--- src/rtl/dbr_pkg.sv ---
package dbr_pkg;
  typedef enum logic [1:0] {
    NPC_SEQ    = 2'd0,
    NPC_BRANCH = 2'd1,
    NPC_JUMP   = 2'd2
  } npc_e;

  typedef enum logic {
    SRC_RF    = 1'b0,
    SRC_EXMEM = 1'b1
  } opnd_src_e;
endpackage

--- src/rtl/dbr_fwd.sv ---
module dbr_fwd
  import dbr_pkg::*;
#(
  parameter int REGW = 5
) (
  input  logic                  clk,
  input  logic                  rst_n,
  input  logic [REGW-1:0]       rs,
  input  logic [REGW-1:0]       rt,
  input  logic [REGW-1:0]       mem_dst,
  input  logic                  mem_wr,
  input  logic                  mem_load,
  output opnd_src_e             src_a,
  output opnd_src_e             src_b
);
  localparam int NOPND = 2;

  logic [REGW-1:0] opnd_reg [NOPND];
  opnd_src_e       opnd_src [NOPND];
  logic            mem_alu_producer;

  assign opnd_reg[0] = rs;
  assign opnd_reg[1] = rt;
  assign mem_alu_producer = mem_wr && !mem_load && (mem_dst != '0);

  for (genvar i = 0; i < NOPND; i++) begin : g_opnd
    assign opnd_src[i] = (mem_alu_producer && (mem_dst == opnd_reg[i])) ? SRC_EXMEM : SRC_RF;
  end

  assign src_a = opnd_src[0];
  assign src_b = opnd_src[1];

  AST_NO_FWD_FROM_ZERO: assert property (@(posedge clk) disable iff (!rst_n)
    (rs == '0) |-> (src_a == SRC_RF));
  AST_NO_FWD_OF_LOAD: assert property (@(posedge clk) disable iff (!rst_n)
    mem_load |-> (src_a == SRC_RF && src_b == SRC_RF));
  AST_NO_FWD_WITHOUT_WRITE: assert property (@(posedge clk) disable iff (!rst_n)
    !mem_wr |-> (src_a == SRC_RF && src_b == SRC_RF));
endmodule

--- src/rtl/dbr_hazard.sv ---
module dbr_hazard #(
  parameter int REGW = 5
) (
  input  logic            clk,
  input  logic            rst_n,
  input  logic            is_branch,
  input  logic [REGW-1:0] rs,
  input  logic [REGW-1:0] rt,
  input  logic [REGW-1:0] ex_dst,
  input  logic            ex_wr,
  input  logic [REGW-1:0] mem_dst,
  input  logic            mem_load,
  output logic            stall
);
  logic ex_hit;
  logic load_hit;

  assign ex_hit   = ex_wr && (ex_dst != '0) && ((ex_dst == rs) || (ex_dst == rt));
  assign load_hit = mem_load && (mem_dst != '0) && ((mem_dst == rs) || (mem_dst == rt));
  assign stall    = is_branch && (ex_hit || load_hit);

  AST_STALL_NEEDS_BRANCH: assert property (@(posedge clk) disable iff (!rst_n)
    !is_branch |-> !stall);
  AST_ZERO_NEVER_STALLS: assert property (@(posedge clk) disable iff (!rst_n)
    (rs == '0 && rt == '0) |-> !stall);
endmodule

--- src/rtl/dbr_redirect.sv ---
module dbr_redirect
  import dbr_pkg::*;
(
  input  logic clk,
  input  logic rst_n,
  input  logic is_beq,
  input  logic is_bne,
  input  logic is_jump,
  input  logic stall,
  input  logic opnd_equal,
  output npc_e npc_sel,
  output logic flush,
  output logic taken
);
  logic cond_met;

  assign cond_met = (is_beq && opnd_equal) || (is_bne && !opnd_equal);
  assign taken    = !stall && cond_met;

  always_comb begin
    npc_sel = NPC_SEQ;
    if (stall)        npc_sel = NPC_SEQ;
    else if (is_jump) npc_sel = NPC_JUMP;
    else if (taken)   npc_sel = NPC_BRANCH;
  end

  assign flush = (npc_sel != NPC_SEQ);

  AST_STALL_HOLDS_PC: assert property (@(posedge clk) disable iff (!rst_n)
    stall |-> (npc_sel == NPC_SEQ && !flush && !taken));
  AST_JUMP_FLUSHES: assert property (@(posedge clk) disable iff (!rst_n)
    (is_jump && !stall) |-> (flush && npc_sel == NPC_JUMP));
  AST_NO_CTRL_NO_FLUSH: assert property (@(posedge clk) disable iff (!rst_n)
    (!is_beq && !is_bne && !is_jump) |-> !flush);
endmodule

--- src/rtl/dbr_unit.sv ---
module dbr_unit
  import dbr_pkg::*;
#(
  parameter int XLEN = 32,
  parameter int REGW = 5,
  parameter int OFFW = 16,
  parameter int JIDXW = 26
) (
  input  logic             clk,
  input  logic             rst_n,
  input  logic [XLEN-1:0]  id_pc_plus4,
  input  logic [OFFW-1:0]  id_offset,
  input  logic [JIDXW-1:0] id_jfield,
  input  logic [REGW-1:0]  id_rs,
  input  logic [REGW-1:0]  id_rt,
  input  logic             id_beq,
  input  logic             id_bne,
  input  logic             id_jump,
  input  logic [XLEN-1:0]  rf_rs_val,
  input  logic [XLEN-1:0]  rf_rt_val,
  input  logic [REGW-1:0]  ex_dst,
  input  logic             ex_wr,
  input  logic [REGW-1:0]  mem_dst,
  input  logic             mem_wr,
  input  logic             mem_load,
  input  logic [XLEN-1:0]  mem_val,
  output logic             fwd_sel_a,
  output logic             fwd_sel_b,
  output logic             stall,
  output logic             flush_if,
  output logic [1:0]       npc_sel,
  output logic [XLEN-1:0]  npc_target
);
  localparam int SEXT   = XLEN - OFFW - 2;
  localparam int KEEPHI = XLEN - JIDXW - 2;

  function automatic logic [XLEN-1:0] calc_branch_target(
    input logic [XLEN-1:0] pc4, input logic [OFFW-1:0] off);
    return pc4 + {{SEXT{off[OFFW-1]}}, off, 2'b00};
  endfunction

  function automatic logic [XLEN-1:0] calc_jump_target(
    input logic [XLEN-1:0] pc4, input logic [JIDXW-1:0] idx);
    return {pc4[XLEN-1 -: KEEPHI], idx, 2'b00};
  endfunction

  opnd_src_e       src_a, src_b;
  npc_e            sel_int;
  logic            is_branch;
  logic            hz_stall;
  logic            opnd_equal;
  logic            br_taken;
  logic [XLEN-1:0] cmp_a, cmp_b;
  logic [XLEN-1:0] tgt_branch, tgt_jump;

  assign is_branch = id_beq || id_bne;

  dbr_fwd #(.REGW(REGW)) i_fwd (
    .clk(clk), .rst_n(rst_n), .rs(id_rs), .rt(id_rt),
    .mem_dst(mem_dst), .mem_wr(mem_wr), .mem_load(mem_load),
    .src_a(src_a), .src_b(src_b)
  );

  dbr_hazard #(.REGW(REGW)) i_hazard (
    .clk(clk), .rst_n(rst_n), .is_branch(is_branch), .rs(id_rs), .rt(id_rt),
    .ex_dst(ex_dst), .ex_wr(ex_wr), .mem_dst(mem_dst), .mem_load(mem_load),
    .stall(hz_stall)
  );

  assign cmp_a      = (src_a == SRC_EXMEM) ? mem_val : rf_rs_val;
  assign cmp_b      = (src_b == SRC_EXMEM) ? mem_val : rf_rt_val;
  assign opnd_equal = (cmp_a == cmp_b);
  assign tgt_branch = calc_branch_target(id_pc_plus4, id_offset);
  assign tgt_jump   = calc_jump_target(id_pc_plus4, id_jfield);

  dbr_redirect i_redirect (
    .clk(clk), .rst_n(rst_n), .is_beq(id_beq), .is_bne(id_bne), .is_jump(id_jump),
    .stall(hz_stall), .opnd_equal(opnd_equal),
    .npc_sel(sel_int), .flush(flush_if), .taken(br_taken)
  );

  assign fwd_sel_a  = (src_a == SRC_EXMEM);
  assign fwd_sel_b  = (src_b == SRC_EXMEM);
  assign stall      = hz_stall;
  assign npc_sel    = sel_int;
  assign npc_target = (sel_int == NPC_JUMP) ? tgt_jump : tgt_branch;

  AST_JUMP_KEEPS_TOP: assert property (@(posedge clk) disable iff (!rst_n)
    (npc_sel == 2'd2) |-> (npc_target[XLEN-1 -: KEEPHI] == id_pc_plus4[XLEN-1 -: KEEPHI]));
  AST_BEQ_TAKEN_EQUAL: assert property (@(posedge clk) disable iff (!rst_n)
    (br_taken && id_beq && !id_bne) |-> (rf_rs_val == rf_rt_val || fwd_sel_a || fwd_sel_b));
  AST_FWD_VALUE_USED: assert property (@(posedge clk) disable iff (!rst_n)
    (fwd_sel_a && fwd_sel_b) |-> opnd_equal);
endmodule

--- config.mk ---
export PLATFORM = sky130hd
export DESIGN_NAME = dbr_unit
export DESIGN_NICKNAME = d
export VERILOG_FILES = /design/src/rtl/dbr_pkg.sv /design/src/rtl/dbr_fwd.sv /design/src/rtl/dbr_hazard.sv /design/src/rtl/dbr_redirect.sv /design/src/rtl/dbr_unit.sv
export SDC_FILE = /design/constraint.sdc
export NUM_CORES = 1
export LEC_CHECK = 0
export ABC_AREA = 1
export BUFFER_PORTS_ARGS = -buffer_cell sky130_fd_sc_hd__buf_2
export CAP_MARGIN = 30
export CELL_PAD_IN_SITES_DETAIL_PLACEMENT = 1
export CELL_PAD_IN_SITES_GLOBAL_PLACEMENT = 1
export CORE_ASPECT_RATIO = 0.7
export CORE_UTILIZATION = 29
export DETAILED_ROUTE_END_ITERATION = 10
export PLACE_DENSITY = 0.9
export REMOVE_ABC_BUFFERS = 1
export SETUP_SLACK_MARGIN = 0.05
export SLEW_MARGIN = 20
export SYNTH_ARGS = -nofsm -noshare
export SYNTH_HDL_FRONTEND = slang
export SYNTH_HIERARCHICAL = 1
export SYNTH_SLANG_ARGS = --single-unit
export TNS_END_PERCENT = 5
--- constraint.sdc ---
create_clock -name vclk -period 4.61
set_input_delay 0.922 -clock vclk [all_inputs]
set_output_delay 0.922 -clock vclk [all_outputs]
set_load 0.05 [all_outputs]
==> results.ini <==
[outcome]
status=complete, but fails checks
violations=setup timing

[place]
gp_congestion=0.912
dpl_worst_slack_ns=-0.474
dp_hpwl_um=16700
port_buffers=234

[finish]
drive_gt1_share_pct=28.4
seq_cells=0
final_net_count=1429
area_growth_pct=53.9
seq_area_sq_um=0
clockBufferCount=0

[die]
die_x_um=149
core_area_sq_mm=0.0148
fp.dieH_um=105
start_util_pct=29.8
ios=236
num_rows=37
die_area_sq_mm=0.0157

[timing]
hold_violations=0
setup_ws_ns=-0.426
fin_crit_sh_pct=109
tightest_slew_ns=0.333
fmax_mhz=199
rsz0062_at_grt=yes
slew_headroom_pct=77.8
setup_viol_count_final=32
slew_viol_final=0
fin_crit_ns=5.04

[pwr]
vdd_drop_max_mv=0.0501
power_uw=993
power_leakage_uw=0.00402
cellPowerDensity_mw_per_mm2=147

[critical_path]
required_ns=3.69
start_kind=input pin
worst-path-max-fanout=8
cp-end-kind=primary output
path_class=in2out
critPathSlowestCell=nor2_4
slowest_delay_ns=0.23
arrival_ns=4.11

[synth]
yosysWarnings=6
syn_area_sq_mm=0.00440
synth_cells=929
syn_area_per_cell_sq_um=4.74

[detailed_routing]
num_vias=6690
wirelength_um=21500
ant_nets=0
wl_per_cell_um=15.4
firstDrtPassIters=4
drc=0
drt_iter0_drc=232
vias_per_cell=4.79

[global_route]
grt_usage_pct=24.6
grt_pass1_wl_um=31300
grt-ovfl-total=0
grt_max_degree=25
grt_pass1_vias=6780
antenna_found_initial=2

[clock_network]
ctsHoldBuffers=0

[job]
drv_cap=0

[min_path]
hp-class=in2out

==> placed cells by master, fill, tap and decap left out, types with 5 or more instances in the layout <==
cell type and instances:
inv_1 178, o21ai_0 31, buf_2 194, nand2_1 366
o21ai_1 28, clkbuf_16 6, nor2_4 6, nor2_2 11
buf_6 35, buf_12 8, inv_2 5, ha_1 29
nand3_2 7, a21oi_1 30, nand3b_1 5, nand3_1 50
xnor2_1 46, nor2_1 74, buf_4 39, xor2_1 6
o21ai_2 9, nand4_1 7
==> what timing repair did <==
| action | CTS | global route |
|---|---|---|
| gates resized for setup | 69 | 76 |
| pin swaps | 10 | 30 |
| buffers inserted | 4 | 10 |
| cloned | 3 | 6 |
| endpoints found under the setup margin | 33 | 34 |
==> per-stage QoR <==
step | utilization, % | area [sq um] | std cells | TNS, ns | hold WS, ns
3_5_place_dp | 40.6 | 5990 | 1371 | -13.30 | 2.21
6_report | 45.9 | 6770 | 1396 | -10.63 | 2.18
5_1_grt | 45.9 | 6770 | 1396 | -14.94 | 2.19
3_3_place_gp | 40.6 | 5990 | 1371 | -9.56 | 2.20
2_1_floorplan | - | 4230 | 910 | -108.94 | 1.95
4_1_cts | 42.6 | 6290 | 1378 | -4.91 | 2.19
==> cell type report <==
cell class                 count  area, sq um
tap                          195          244
antenna                        2         5.00
timing repair buffer         289         2110
inverter                     185          699
multi-input combinational    725         3710
fill                        2190         7990
==> worst paths after layout <==
| kind | start | end | slack, ns | depth (start not counted) |
|---|---|---|---|---|
| hold / removal | id_jfield[24] | npc_target[26] | 2.18 | 4 |
| setup / recovery | id_rt[0] | npc_target[25] | -0.43 | 28 |
==> worst max-delay path, delay by kind of cell <==
family	cells	cell delay, ns
AO/OA/AOI/OAI	1	0.08
XOR/XNOR	1	0.10
buffers and inverters	9	1.03
AND/OR/NAND/NOR	17	1.96
==> where the power goes <==
| part | switching (uW) | internal, uW | total (uW) |
|---|---|---|---|
| sequential | 0 | 0 | 0 |
| combinational | 609 | 384 | 993 |
| clock | 0 | 0.0000581 | 0.0000581 |
| total | 609 | 384 | 993 |
==> per-layer routing <==
| layer | global-route usage, % | wire, um |
|---|---|---|
| met2 | 45.6 | 10700 |
| met4 | 6.20 | 551 |
| met5 | 0 | 0 |
| met3 | 3.10 | 1110 |
| met1 | 29.5 | 9220 |
(Power assumes the default switching activity.)
